File: src/rtl/msr_pkg.sv
package msr_pkg;
  localparam int DATA_W    = 8;
  localparam int STEP_W    = 3;
  localparam int MSRC_W    = 3;
  localparam int NUM_STAT  = 3;

  localparam logic [STEP_W-1:0] STEP_RESET = 3'b100;

  // bit positions in the mode/status register
  localparam int B_FLAG  = 0;
  localparam int B_HPD   = 1;
  localparam int B_RSNS  = 2;
  localparam int B_TSEL  = 3;
  localparam int B_MSLO  = 4;
  localparam int B_VLOW  = 7;

  // bit positions in the link control register
  localparam int B_CTLLO = 1;
  localparam int B_DKEN  = 4;
  localparam int B_DKLO  = 5;

  typedef enum logic [MSRC_W-1:0] {
    MS_HIGH   = 3'd0,
    MS_FLAG   = 3'd1,
    MS_RSENSE = 3'd2,
    MS_HPD    = 3'd3
  } msense_src_e;

  typedef struct packed {
    logic hpd;
    logic rsense;
    logic vlow;
  } stat_t;
endpackage

File: src/rtl/msr_sync.sv
module msr_sync #(
  parameter int WIDTH  = 3,
  parameter int STAGES = 2
) (
  input  logic             clk,
  input  logic             rst_n,
  input  logic [WIDTH-1:0] raw_i,
  output logic [WIDTH-1:0] sync_o
);
  logic [WIDTH-1:0] stg_q [STAGES];

  always_ff @(posedge clk or negedge rst_n) begin
    if (!rst_n) stg_q[0] <= '0;
    else        stg_q[0] <= raw_i;
  end

  for (genvar s = 1; s < STAGES; s++) begin : g_stage
    always_ff @(posedge clk or negedge rst_n) begin
      if (!rst_n) stg_q[s] <= '0;
      else        stg_q[s] <= stg_q[s-1];
    end
  end

  assign sync_o = stg_q[STAGES-1];
endmodule

File: src/rtl/msr_detect.sv
module msr_detect (
  input  logic clk,
  input  logic rst_n,
  input  logic rsense_s,
  input  logic hpd_s,
  input  logic src_q,
  input  logic src_wr,
  input  logic src_new,
  input  logic clr_wr,
  output logic flag_o
);
  logic prev_q, prev_d;
  logic flag_q, flag_d;
  logic mon_lvl, new_lvl, switching, change;

  always_comb begin
    mon_lvl   = src_q   ? hpd_s : rsense_s;
    new_lvl   = src_new ? hpd_s : rsense_s;
    switching = src_wr && (src_new != src_q);
    change    = !switching && (mon_lvl != prev_q);
    prev_d    = switching ? new_lvl : mon_lvl;
    if (change)      flag_d = 1'b0;
    else if (clr_wr) flag_d = 1'b1;
    else             flag_d = flag_q;
  end

  always_ff @(posedge clk or negedge rst_n) begin
    if (!rst_n) begin
      prev_q <= 1'b0;
      flag_q <= 1'b0;
    end else begin
      prev_q <= prev_d;
      flag_q <= flag_d;
    end
  end

  assign flag_o = flag_q;

  // a seen level change always leaves the flag at zero
  assert_detect_drops_R2: assert property (@(posedge clk) disable iff (!rst_n)
    (!switching && (mon_lvl != prev_q)) |=> !flag_o);

  // a clear with no change sets the flag
  assert_clear_sets_R3: assert property (@(posedge clk) disable iff (!rst_n)
    (clr_wr && !switching && (mon_lvl == prev_q)) |=> flag_o);

  // a source switch without clear keeps the flag
  assert_switch_quiet_R6: assert property (@(posedge clk) disable iff (!rst_n)
    (switching && !clr_wr) |=> $stable(flag_o));
endmodule

File: src/rtl/msr_sense_mux.sv
module msr_sense_mux
  import msr_pkg::*;
#(
  parameter int SEL_W = MSRC_W
) (
  input  logic [SEL_W-1:0] sel_i,
  input  logic             flag_i,
  input  logic             rsense_i,
  input  logic             hpd_i,
  output logic             pin_o
);
  always_comb begin
    case (sel_i)
      MS_FLAG:   pin_o = flag_i;
      MS_RSENSE: pin_o = rsense_i;
      MS_HPD:    pin_o = hpd_i;
      default:   pin_o = 1'b1;
    endcase
  end
endmodule

File: src/rtl/msr_link_ctl.sv
module msr_link_ctl
  import msr_pkg::*;
#(
  parameter int                CTL_W   = 2,
  parameter int                DK_W    = STEP_W,
  parameter logic [DK_W-1:0]   DK_INIT = STEP_RESET
) (
  input  logic              clk,
  input  logic              rst_n,
  input  logic              wr_i,
  input  logic [CTL_W-1:0]  ctl_wd,
  input  logic              dken_wd,
  input  logic [DK_W-1:0]   dk_wd,
  input  logic              de_in,
  output logic [DATA_W-1:0] rd_o,
  output logic [CTL_W-1:0]  link_ctl_o,
  output logic              deskew_en_o,
  output logic [DK_W-1:0]   deskew_code_o
);
  logic [CTL_W-1:0] ctl_q, ctl_d;
  logic             dken_q, dken_d;
  logic [DK_W-1:0]  dk_q, dk_d;

  always_comb begin
    ctl_d  = wr_i ? ctl_wd  : ctl_q;
    dken_d = wr_i ? dken_wd : dken_q;
    dk_d   = wr_i ? dk_wd   : dk_q;
  end

  always_ff @(posedge clk or negedge rst_n) begin
    if (!rst_n) begin
      ctl_q  <= '0;
      dken_q <= 1'b0;
      dk_q   <= DK_INIT;
    end else begin
      ctl_q  <= ctl_d;
      dken_q <= dken_d;
      dk_q   <= dk_d;
    end
  end

  always_comb begin
    rd_o = '0;
    rd_o[B_CTLLO +: CTL_W] = ctl_q;
    rd_o[B_DKEN]           = dken_q;
    rd_o[B_DKLO +: DK_W]   = dk_q;
  end

  assign link_ctl_o    = de_in  ? '0   : ctl_q;
  assign deskew_en_o   = dken_q;
  assign deskew_code_o = dken_q ? dk_q : DK_INIT;

  // written pair reaches the link during blanking
  assert_ctl_blank_R10: assert property (@(posedge clk) disable iff (!rst_n)
    wr_i |=> (de_in || (link_ctl_o == $past(ctl_wd))));

  // disabled de-skew presents the default step
  assert_dk_off_R11: assert property (@(posedge clk) disable iff (!rst_n)
    (wr_i && !dken_wd) |=> (!deskew_en_o && (deskew_code_o == DK_INIT)));

  // enabled de-skew presents the written step
  assert_dk_on_R11: assert property (@(posedge clk) disable iff (!rst_n)
    (wr_i && dken_wd) |=> (deskew_en_o && (deskew_code_o == $past(dk_wd))));
endmodule

File: src/rtl/mon_sense_regs.sv
module mon_sense_regs
  import msr_pkg::*;
#(
  parameter int                 ADDR_W      = 8,
  parameter int                 SYNC_STAGES = 2,
  parameter logic [ADDR_W-1:0]  MODE_ADDR   = 8'h09,
  parameter logic [ADDR_W-1:0]  LINK_ADDR   = 8'h0A
) (
  input  logic              clk,
  input  logic              rst_n,
  input  logic [ADDR_W-1:0] reg_addr,
  input  logic [DATA_W-1:0] reg_wdata,
  input  logic              reg_we,
  output logic [DATA_W-1:0] reg_rdata,
  input  logic              hpd_in,
  input  logic              rsense_in,
  input  logic              vref_low_in,
  input  logic              de_in,
  output logic [1:0]        link_ctl_o,
  output logic              deskew_en_o,
  output logic [STEP_W-1:0] deskew_code_o,
  output logic              msense_o
);
  localparam int CTL_W = 2;

  stat_t              raw, stat_s;
  logic               mode_wr, link_wr;
  logic               tsel_q, tsel_d;
  logic [MSRC_W-1:0]  msel_q, msel_d;
  logic               flag;
  logic [DATA_W-1:0]  mode_rd, link_rd;

  assign raw = '{hpd: hpd_in, rsense: rsense_in, vlow: vref_low_in};

  msr_sync #(.WIDTH(NUM_STAT), .STAGES(SYNC_STAGES)) u_sync (
    .clk    (clk),
    .rst_n  (rst_n),
    .raw_i  (raw),
    .sync_o (stat_s)
  );

  assign mode_wr = reg_we && (reg_addr == MODE_ADDR);
  assign link_wr = reg_we && (reg_addr == LINK_ADDR);

  always_comb begin
    tsel_d = mode_wr ? reg_wdata[B_TSEL]             : tsel_q;
    msel_d = mode_wr ? reg_wdata[B_MSLO +: MSRC_W]   : msel_q;
  end

  always_ff @(posedge clk or negedge rst_n) begin
    if (!rst_n) begin
      tsel_q <= 1'b0;
      msel_q <= '0;
    end else begin
      tsel_q <= tsel_d;
      msel_q <= msel_d;
    end
  end

  msr_detect u_detect (
    .clk      (clk),
    .rst_n    (rst_n),
    .rsense_s (stat_s.rsense),
    .hpd_s    (stat_s.hpd),
    .src_q    (tsel_q),
    .src_wr   (mode_wr),
    .src_new  (reg_wdata[B_TSEL]),
    .clr_wr   (mode_wr && reg_wdata[B_FLAG]),
    .flag_o   (flag)
  );

  msr_sense_mux u_mux (
    .sel_i    (msel_q),
    .flag_i   (flag),
    .rsense_i (stat_s.rsense),
    .hpd_i    (stat_s.hpd),
    .pin_o    (msense_o)
  );

  msr_link_ctl #(.CTL_W(CTL_W)) u_link (
    .clk           (clk),
    .rst_n         (rst_n),
    .wr_i          (link_wr),
    .ctl_wd        (reg_wdata[B_CTLLO +: CTL_W]),
    .dken_wd       (reg_wdata[B_DKEN]),
    .dk_wd         (reg_wdata[B_DKLO +: STEP_W]),
    .de_in         (de_in),
    .rd_o          (link_rd),
    .link_ctl_o    (link_ctl_o),
    .deskew_en_o   (deskew_en_o),
    .deskew_code_o (deskew_code_o)
  );

  always_comb begin
    mode_rd = '0;
    mode_rd[B_FLAG]            = flag;
    mode_rd[B_HPD]             = stat_s.hpd;
    mode_rd[B_RSNS]            = stat_s.rsense;
    mode_rd[B_TSEL]            = tsel_q;
    mode_rd[B_MSLO +: MSRC_W]  = msel_q;
    mode_rd[B_VLOW]            = stat_s.vlow;
  end

  always_comb begin
    if (reg_addr == MODE_ADDR)      reg_rdata = mode_rd;
    else if (reg_addr == LINK_ADDR) reg_rdata = link_rd;
    else                            reg_rdata = '0;
  end

  // codes off the defined set drive the pin high
  assert_msense_high_R7: assert property (@(posedge clk) disable iff (!rst_n)
    (mode_wr && ((reg_wdata[B_MSLO +: MSRC_W] == 3'd0) || reg_wdata[B_MSLO + 2]))
      |=> msense_o);

  // writes elsewhere leave the mode register alone
  assert_other_addr_R12: assert property (@(posedge clk) disable iff (!rst_n)
    (reg_we && (reg_addr != MODE_ADDR)) |=> ($stable(tsel_q) && $stable(msel_q)));
endmodule

File: config.mk
export PLATFORM = sky130hd
export DESIGN_NAME = mon_sense_regs
export DESIGN_NICKNAME = d
export VERILOG_FILES = /design/src/rtl/msr_pkg.sv /design/src/rtl/msr_sync.sv /design/src/rtl/msr_detect.sv /design/src/rtl/msr_sense_mux.sv /design/src/rtl/msr_link_ctl.sv /design/src/rtl/mon_sense_regs.sv
export SDC_FILE = /design/constraint.sdc
export NUM_CORES = 1
export LEC_CHECK = 0
export ABC_AREA = 1
export BUFFER_PORTS_ARGS = -buffer_cell sky130_fd_sc_hd__buf_2
export CAP_MARGIN = 20
export CELL_PAD_IN_SITES_DETAIL_PLACEMENT = 1
export CELL_PAD_IN_SITES_GLOBAL_PLACEMENT = 2
export CORE_MARGIN = 2
export CORE_UTILIZATION = 26
export CTS_CLUSTER_SIZE = 24
export DETAILED_ROUTE_END_ITERATION = 8
export PLACE_DENSITY_LB_ADDON = 0.1
export SETUP_SLACK_MARGIN = 0.1
export SLEW_MARGIN = 15
export SYNTH_ARGS = -nofsm -noshare
export SYNTH_HDL_FRONTEND = slang
export SYNTH_SLANG_ARGS = --single-unit
export TNS_END_PERCENT = 1
File: constraint.sdc
create_clock -name clk -period 1.4 [get_ports clk]
set_clock_uncertainty 0.15 [all_clocks]
set_input_delay 0.28 -clock clk [delete_from_list [all_inputs] [get_ports clk]]
set_output_delay 0.28 -clock clk [all_outputs]
set_load 0.01 [all_outputs]
==> results.txt, run 1 <==
max incr delay on CP - 420 ps
Mapped Cells - 111
non-filler cells, final - 208
final hold violation count - 0
reg-to-reg endpoint - u_detect.flag_o$_DFFE_PN0P_
post-synth top area share - 44.9%
Setup Viol. Count Final - 12
initial antenna violation count - 0
Starting Density - 27.8%
post-synthesis xor/xnor area fraction - 0.923%
Max Freq - 632 MHz
CP Max Fanout - 4
# diodes - 0
crit path time final - 1580 ps
hold_sp - reg_wdata[7]
fillers - 419
Hold Path Depth - 3
Slew @ Worst Pin - 401 ps
CTS tree - built
# DRC - 0
FF+latch area - 454 µm²
placed cell count - 196
HPWL after DPL - 1.94 mm
# clock sinks - 18
FF-to-FF Start - tsel_q$_DFFE_PN0P_
top cells by area, synth - dfrtp_1 45%, nand2_1 11%, inv_1 7.1%, nand3_1 5.8%, o21ai_1 4.7%
Pre-Repair DR Iteration Count - 3
status - finished with violations
Leakage - 0.768 nW
Avg Cell Area, Syn - 8.54 µm²
startpoint types - flip-flop
RD Place Congestion - 0.690
Yosys cell types - 18
DR iter-0 viols - 8
NumNets Final - 186
core area - 3420 µm²
Yosys reg bits - 18
CP cell instances - inv_2 > o21ai_1 > o2111ai_1 > buf_2
Synth Area in Compound Gates - 10.8%
vias post-DR - 895
HP Class - primary input to flip-flop
vias in the first global route - 901
chip width - 64.4 µm
die area - 4150 µm²
GR Overflow Total - 0
Buffers on Ports - 37
Worst-path clk slew - 100 ps
H-tree depth - 1
final setup margin - -183 ps
worst rel slew slack - 73.3%
largest family of logic cells by synthesized area - simple AND/OR/NAND/NOR gates
Synth area leader - dfrtp_1
Root Driver - clkbuf_4
Crit-path slowest cell - dfrtp_1
reg2reg setup slack - 160 ps
io pins - 38
std cell rows - 21
area delta synth->final - 50.4%
share of cells above drive strength 1 - 50.6%
Setup CP Type - flip-flop to primary output
Worst Setup End Kind - primary output
largest net degree at the start of global routing - 19
area occupied by multi-input gates - 515 µm²
synth warn - 0
commonest non-fill, non-tap cell in the layout - buf_2
GRT Util Overall - 13.4%
Post-Synth Adder-Cell Area - 0%
period utilization - 113%
routed len/inst - 12.0 µm
Longest Clk Path Bufs - 2
most frequent cells in the layout - 34 x buf_2, 27 x nand2_1, 15 x dfrtp_1
Max-cap violations - 0
Reg2Reg Depth - 6
Crit path required time - 970 ps
Synth Cell Area - 948 µm²
Worst EP arrival - 1150 ps
Buf+Inv Stages, Crit Path - 2
failing checks - setup timing
simple-gate share of the synthesized area - 32.7%
WP depth - 4
hold path endpoint - u_link.dk_q[2]$_DFFE_PN1P_
Net Count, Synth - 134
first-pass GRT wire length - 4.22 mm
mux contribution to synthesized area - 0%
die height - 64.4 µm
final max-slew violation count - 0
Via density - 4.30
RSZ-0062 raised after global routing - yes
clk_lat worst skew - 290 ps
Max IR drop VDD - 0.000397 V
cts bufs inserted - 3
drt total wl - 2.49 mm
antenna viol nets, final - 0
Final Util - 41.8%
power density cells - 694 nW/µm²
Seq/Total Area, Yosys - 47.6%
CP top delay family - flip-flops
## metrics by stage
stage               worst slack, ps  instance area [µm²]  hold slack, ps  total power [mW]  TNS (ps)
finish                         -183                 1430            51.9             0.990     -1320
global route                   -272                 1430            45.1              1.05     -2240
CTS                            -211                 1390            52.0              1.00     -1750
detailed placement             -317                 1250            83.8             0.707     -2680
global placement               -263                 1250            83.3             0.700     -1950
floorplan                      51.7                  988            -166             0.632         0
## logic make-up (layout without fill, tap and decap cells)
family,count (synthesis),count (layout)
XOR/XNOR,1,1
buffers and inverters,20,70
AO/OA/AOI/OAI,17,17
AND/OR/NAND/NOR,55,56
flip-flops,18,18
## area by class of cell
| type | count | area share (%) |
|---|---|---|
| inverters | 20 | 6.14 |
| clock buffers | 4 | 1.84 |
| well taps | 46 | 4.04 |
| multi-input cells | 74 | 36.1 |
| flip-flops and latches | 18 | 31.8 |
| repair buffers | 46 | 20.0 |
## synthesized netlist by cell type
cell	number
o2111ai_1	1
o21ai_2	3
nand2_1	28
nand3_2	2
inv_1	18
nand3_1	11
nor2_1	4
dfrtp_1	17
o21ai_0	3
nor2_8	2
nand2_4	4
dfstp_2	1
inv_2	2
xor2_1	1
nor2_2	3
o21ai_1	9
nor2_4	1
o211ai_1	1
## worst max-delay path by stage
| stage | from | endpoint | slack (ps) |
|---|---|---|---|
| finish | msel_q[0]$_DFFE_PN0P_ | msense_o | -180 |
| global placement | reg_addr[3] | reg_rdata[2] | -260 |
| detailed placement | reg_addr[3] | reg_rdata[2] | -320 |
| global route | msel_q[0]$_DFFE_PN0P_ | msense_o | -270 |
| CTS | msel_q[0]$_DFFE_PN0P_ | msense_o | -210 |
| floorplan | reg_addr[3] | reg_rdata[2] | 50 |
## worst min-delay path, delay by kind of cell
kind | cells | cell delay (ps)
simple gates | 2 | 120
buf+inv | 1 | 100
## power breakdown
group	switching, mW	internal [mW]	total, mW
Sequential	0.0217	0.546	0.567
Clock	0.157	0.111	0.267
Combinational	0.0857	0.0697	0.155
Total	0.264	0.726	0.990
## routing by layer
| metal | up-vias | share of wire (%) | global-route usage, % |
|---|---|---|---|
| met4 | 0 | 1.7 | 5.59 |
| li1 | 457 | - | - |
| met1 | 409 | 47 | 17.8 |
| met5 | - | 0 | 0 |
| met3 | 4 | 3.8 | 2.46 |
| met2 | 25 | 47 | 21.4 |
## repair_timing
item                       CTS  global route
setup buffers                2             1
hold buffers                 4             0
pin swaps                    9             8
resized for setup           14             8
hold endpoints to repair    20             0
cloned                       1             0
setup endpoints to repair   15            17
## sequential cells by signal (all words and copies together) (netlist names)
register / count
u_detect.flag_o: 1
u_sync.stg_q: 3
u_sync.sync_o: 3
u_link.dk_q: 3
tsel_q: 1
u_detect.prev_q: 1
u_link.deskew_en_o: 1
msel_q: 3
u_link.ctl_q: 2
No activity file was read; power rests on OpenSTA's default activity.
==> run 2: changes to the inputs <==
REMOVE_ABC_BUFFERS = 1   (was default)
==> results.txt, run 2 (synthesized netlist as in run 1, its figures left out) <==
status - finished with violations
failing checks - setup timing
vias post-DR - 916 (+2.3%)
switching power - 0.274 mW (+3.7%)
RD Place Congestion - 0.715 (+3.7%)
crit path time final - 1620 ps (+33.3 ps)
area delta synth->final - 50.0%
# diodes - 0 (unchanged)
area post-placement - 1230 µm² (-1.4%)
Starting Density - 27.8% (unchanged)
end of the critical path - reg_rdata[7]
Worst-path clk slew - 100 ps (about the same)
most frequent cells in the layout - 36 x buf_2, 27 x nand2_1, 14 x inv_1, 14 x dfrtp_1, 8 x o21ai_1
std cell rows - 21 (unchanged)
final hold violation count - 0 (unchanged)
Worst EP arrival - 1190 ps (+40 ps)
Setup Viol. Count Final - 12 (unchanged)
RSZ-0062 raised after global routing - yes
Buffers on Ports - 37 (unchanged)
Max Freq - 619 MHz (-2.1%)
Max IR drop VDD - 0.000491 V (+24%)
GR Overflow Total - 0 (unchanged)
Setup CP Type - primary input to primary output
share of cells above drive strength 1 - 51.5% (+0.90 points)
core area - 3420 µm² (unchanged)
commonest non-fill, non-tap cell in the layout - buf_2
startpoint types - primary input
CTS tree - built
# DRC - 0 (unchanged)
Slew @ Worst Pin - 424 ps (+23.4 ps)
DR iter-0 viols - 16 (+8)
period utilization - 115% (+2.4 points)
initial antenna violation count - 0 (unchanged)
drt total wl - 2.64 mm (+5.7%)
first-pass GRT wire length - 4.41 mm (+4.6%)
io pins - 38 (unchanged)
cell-internal power - 0.773 mW (+6.5%)
fillers - 423 (+0.95%)
Finished Cell Area - 1420 µm² (-0.26%)
HPWL after DPL - 1.94 mm (about the same)
switching portion of total power - 26.1% (-0.52 points)
largest net degree at the start of global routing - 19 (unchanged)
H-tree depth - 1 (unchanged)
clk_lat worst skew - 290 ps (about the same)
Worst Setup End Kind - primary output
power density cells - 736 nW/µm² (+6.0%)
non-filler cells, final - 211 (+1.4%)
antenna viol nets, final - 0 (unchanged)
# clock sinks - 18 (unchanged)
Crit path required time - 970 ps (about the same)
Longest Clk Path Bufs - 2 (unchanged)
routed len/inst - 12.5 µm (+4.2%)
Worst Setup SP - reg_addr[3]
placed cell count - 199 (+1.5%)
die height - 64.4 µm (unchanged)
Comb power frac - 14.8% (-0.9 points)
die area - 4150 µm² (unchanged)
chip width - 64.4 µm (unchanged)
Seq pwr share - 54.2% (-3.1 points)
Pre-Repair DR Iteration Count - 2 (-1)
worst hold margin - 59.2 ps (+7.26 ps)
vias in the first global route - 1008 (+12%)
Reg2Reg Depth - 6 (unchanged)
cts bufs inserted - 3 (unchanged)
CP Max Fanout - 6 (+2)
HP Class - primary input to flip-flop
Final Util - 41.6% (-0.11 points)
Total Power Consumption - 1.05 mW (+5.8%)
NumNets Final - 189 (+1.6%)
reg-to-reg endpoint - u_detect.flag_o$_DFFE_PN0P_
Leakage - 0.786 nW (+2.3%)
GRT Util Overall - 13.9% (+0.49 points)
Max-cap violations - 0 (unchanged)
FF-to-FF Start - tsel_q$_DFFE_PN0P_
Root Driver - clkbuf_4
clock power share - 31.0% (+4.0 points)
reg2reg setup slack - 220 ps (+60 ps)
final setup margin - -217 ps (-33.3 ps)
worst rel slew slack - 71.7% (-1.6 points)
Via density - 4.34 (+0.89%)
final max-slew violation count - 0 (unchanged)
## run 2: what timing repair did
action | 4_1_cts | 5_1_grt
setup buffers | 2 | 2
resized for setup | 10 | 18
setup endpoints to repair | 15 | 16
hold endpoints to repair | 20 | 0
hold buffers | 4 | 0
pin swaps | 3 | 5
## run 2: cell type report
| class | count | area, µm² | area share [%] |
|---|---|---|---|
| clock buffer | 4 | 36.3 | 2.55 |
| inverter | 20 | 80.1 | 5.63 |
| multi-input combinational | 73 | 487 | 34.2 |
| sequential | 18 | 455 | 32.0 |
| tap | 46 | 57.6 | 4.05 |
| timing repair buffer | 50 | 307 | 21.5 |
## run 2: worst min path at each step
stage | end | startpoint | cells past startpoint | slack, ps
final | u_link.dk_q[2]$_DFFE_PN1P_ | reg_wdata[7] | 3 | 60
after global routing | u_link.dk_q[2]$_DFFE_PN1P_ | reg_wdata[7] | 3 | 60
after CTS | u_link.dk_q[2]$_DFFE_PN1P_ | reg_wdata[7] | 3 | 50
after detailed placement | u_sync.stg_q[3]$_DFF_PN0_ | rst_n | 1 | 90
after global placement | u_sync.stg_q[3]$_DFF_PN0_ | rst_n | 1 | 90
after floorplan | msel_q[0]$_DFFE_PN0P_ | rst_n | 0 | -170
## run 2: metal layers
metal	global-route usage, %	share of wire (%)	vias up
met5	0	0	-
met4	4.79	0.57	0
met3	2.29	3.3	2
met2	25.3	54	23
met1	16.4	42	431
li1	-	-	460
## run 2: critical path: stages
cell     delay, ps
buf_6           80
inv_4           30
nor2_4         150
nand3_4        110
nor2_8         170
buf_6          120
nand3_2         50
nand2_1         70
buf_2          120
## run 2: power by group through the flow
stage	logic (mW)	clock network, mW	registers (mW)
after global placement	0.123	0	0.573
after detailed placement	0.126	0	0.575
after CTS	0.151	0.338	0.565
after floorplan	0.0595	0	0.569
final	0.155	0.325	0.567
after global routing	0.175	0.379	0.571
## run 2: through the flow
step,TNS [ps],setup WS [ps]
4_1_cts,-1510,-207
6_report,-1420,-217
5_1_grt,-2480,-281
3_3_place_gp,-1560,-197
2_1_floorplan,0,22.8
3_5_place_dp,-1600,-202
==> run 3: changes to the inputs <==
CORE_ASPECT_RATIO = 1.1   (was default)
CORE_UTILIZATION = 28   (was 26)
clock period = 2 ns   (was 1.4 ns; I/O delays follow)
==> results.txt, run 3 (synthesized netlist as in run 1, its figures left out) <==
reg-to-reg endpoint - u_detect.flag_o$_DFFE_PN0P_
Max IR drop VDD - 0.000317 V (-35%)
startpoint types - primary input
Worst Setup SP - reg_addr[3]
Reg2Reg Depth - 6 (unchanged)
worst hold margin - 57.1 ps (-2.09 ps)
CP cell instances - buf_2 > inv_1 > nor2_4 > nand3_4 > nor2_4 > nand3_1 > nand2_1 > buf_2
final hold violation count - 0 (unchanged)
crit path time final - 1850 ps
GRT met2 Usage - 21.6% (-3.7 points)
routed len/inst - 12.5 µm (about the same)
clk_lat worst skew - 290 ps (about the same)
WP depth - 8 (-1)
DR iter-0 viols - 29 (+13)
area delta synth->final - 37.3%
# diodes - 0 (unchanged)
core area - 3280 µm² (-4.1%)
RSZ-0062 raised after global routing - yes
Setup Viol. Count Final - 0 (-12)
power density cells - 549 nW/µm² (-25%)
Pre-Repair DR Iteration Count - 4 (+2)
NumNets Final - 180 (-4.8%)
vias post-DR - 886 (-3.3%)
worst rel slew slack - 72.2% (+0.48 points)
cts bufs inserted - 3 (unchanged)
met3 Resource Use GR - 3.59% (+1.3 points)
HP Class - primary input to flip-flop
die height - 65.0 µm (+1.0%)
GR peak layer - met2
CP top delay family - simple AND/OR/NAND/NOR gates
largest net degree at the start of global routing - 19 (unchanged)
reg2reg setup slack - 760 ps (+540 ps)
H-tree depth - 1 (unchanged)
GR Overflow Total - 0 (unchanged)
Worst-path clk slew - 100 ps (about the same)
GRT Util Overall - 13.6% (-0.29 points)
final setup margin - 152 ps (+369 ps)
io pins - 38 (unchanged)
Buf+Inv Stages, Crit Path - 3 (-1)
final max-slew violation count - 0 (unchanged)
# clock sinks - 18 (unchanged)
HPWL after DPL - 1.87 mm (-4.0%)
Worst Setup End Kind - primary output
FF-to-FF Start - tsel_q$_DFFE_PN0P_
max incr delay on CP - 170 ps (about the same)
Slew @ Worst Pin - 417 ps (-7.27 ps)
Crit path required time - 1450 ps (+480 ps)
Leakage - 0.737 nW (-6.3%)
RD Place Congestion - 0.718 (+0.31%)
most frequent cells in the layout - 37 x buf_2, 28 x nand2_1, 18 x inv_1
M1 GR Usage - 16.9% (+0.53 points)
Setup WS pre-CTS - 119 ps (+321 ps)
CTS tree - built
fillers - 417 (-1.4%)
CP Max Fanout - 5 (-1)
Setup CP Type - primary input to primary output
vias in the first global route - 878 (-13%)
status - finished clean
# DRC - 0 (unchanged)
Worst EP arrival - 1300 ps (+110 ps)
Max-cap violations - 0 (unchanged)
drt total wl - 2.40 mm (-9.1%)
Longest Clk Path Bufs - 2 (unchanged)
Via density - 4.61 (+6.3%)
Final Util - 39.8% (-1.9 points)
end of the critical path - reg_rdata[1]
period utilization - 92.4%
share of cells above drive strength 1 - 43.6% (-7.9 points)
chip width - 59.5 µm (-7.6%)
initial antenna violation count - 0 (unchanged)
first-pass GRT wire length - 3.91 mm (-11%)
Crit-path slowest cell - nor2_4
setup TNS - 0 ps (+1420 ps)
antenna viol nets, final - 0 (unchanged)
Max Freq - 541 MHz
std cell rows - 22 (+4.8%)
Root Driver - clkbuf_4
commonest non-fill, non-tap cell in the layout - buf_2
die area - 3870 µm² (-6.7%)
Buffers on Ports - 37 (unchanged)
Starting Density - 29.0% (+1.2 points)
run 3: changes by cell type in the layout (fill, tap and decap cells not counted), sizes merged:
cell	change
buf	-7
dlygate4sd3	-3
nor2	+1
run 3: how the worst min path moves through the flow:
stage / startpoint / endpoint / slack, ps / cells past startpoint
after floorplan: rst_n / msel_q[0]$_DFFE_PN0P_ / -50 / 0
after global placement: u_sync.stg_q[4]$_DFF_PN0_ / u_sync.sync_o[1]$_DFF_PN0_ / 180 / 0
after global routing: hpd_in / u_sync.stg_q[5]$_DFF_PN0_ / 40 / 1
after CTS: vref_low_in / u_sync.stg_q[3]$_DFF_PN0_ / 50 / 1
final: vref_low_in / u_sync.stg_q[3]$_DFF_PN0_ / 60 / 1
after detailed placement: u_sync.stg_q[4]$_DFF_PN0_ / u_sync.sync_o[1]$_DFF_PN0_ / 190 / 0
run 3: where the power goes:
group / total (mW) / internal [mW] / switching [mW]
sequential: 0.395 / 0.382 / 0.0132
clock: 0.227 / 0.111 / 0.116
combinational: 0.0928 / 0.0376 / 0.0553
run 3: metal layers:
layer  share of wire (%)  wire [µm]
met3                 6.4        154
met4                0.96         23
met1                  44       1060
met2                  48       1160
met5                   0          0
run 3: what timing repair did:
action,4_1_cts,5_1_grt
gates resized for setup,0,8
hold buffers,1,0
hold endpoints to repair,17,0
setup endpoints to repair,0,5
setup buffers,0,2
run 3: through the flow:
| stage | instance area [µm²] | cells | power, mW |
|---|---|---|---|
| floorplan | 948 | 111 | 0.440 |
| global placement | 1180 | 184 | 0.486 |
| detailed placement | 1180 | 184 | 0.490 |
| CTS | 1220 | 189 | 0.723 |
| global route | 1300 | 192 | 0.754 |
| finish | 1300 | 192 | 0.714 |
run 3: cell type report:
cell class	count	area, µm²	share of cell area (%)
Sequential cell	18	452	34.7
Clock buffer	4	36.3	2.79
Inverter	20	75.1	5.76
Tap cell	36	45.0	3.46
Timing Repair Buffer	40	223	17.1
Multi-Input combinational cell	74	472	36.2
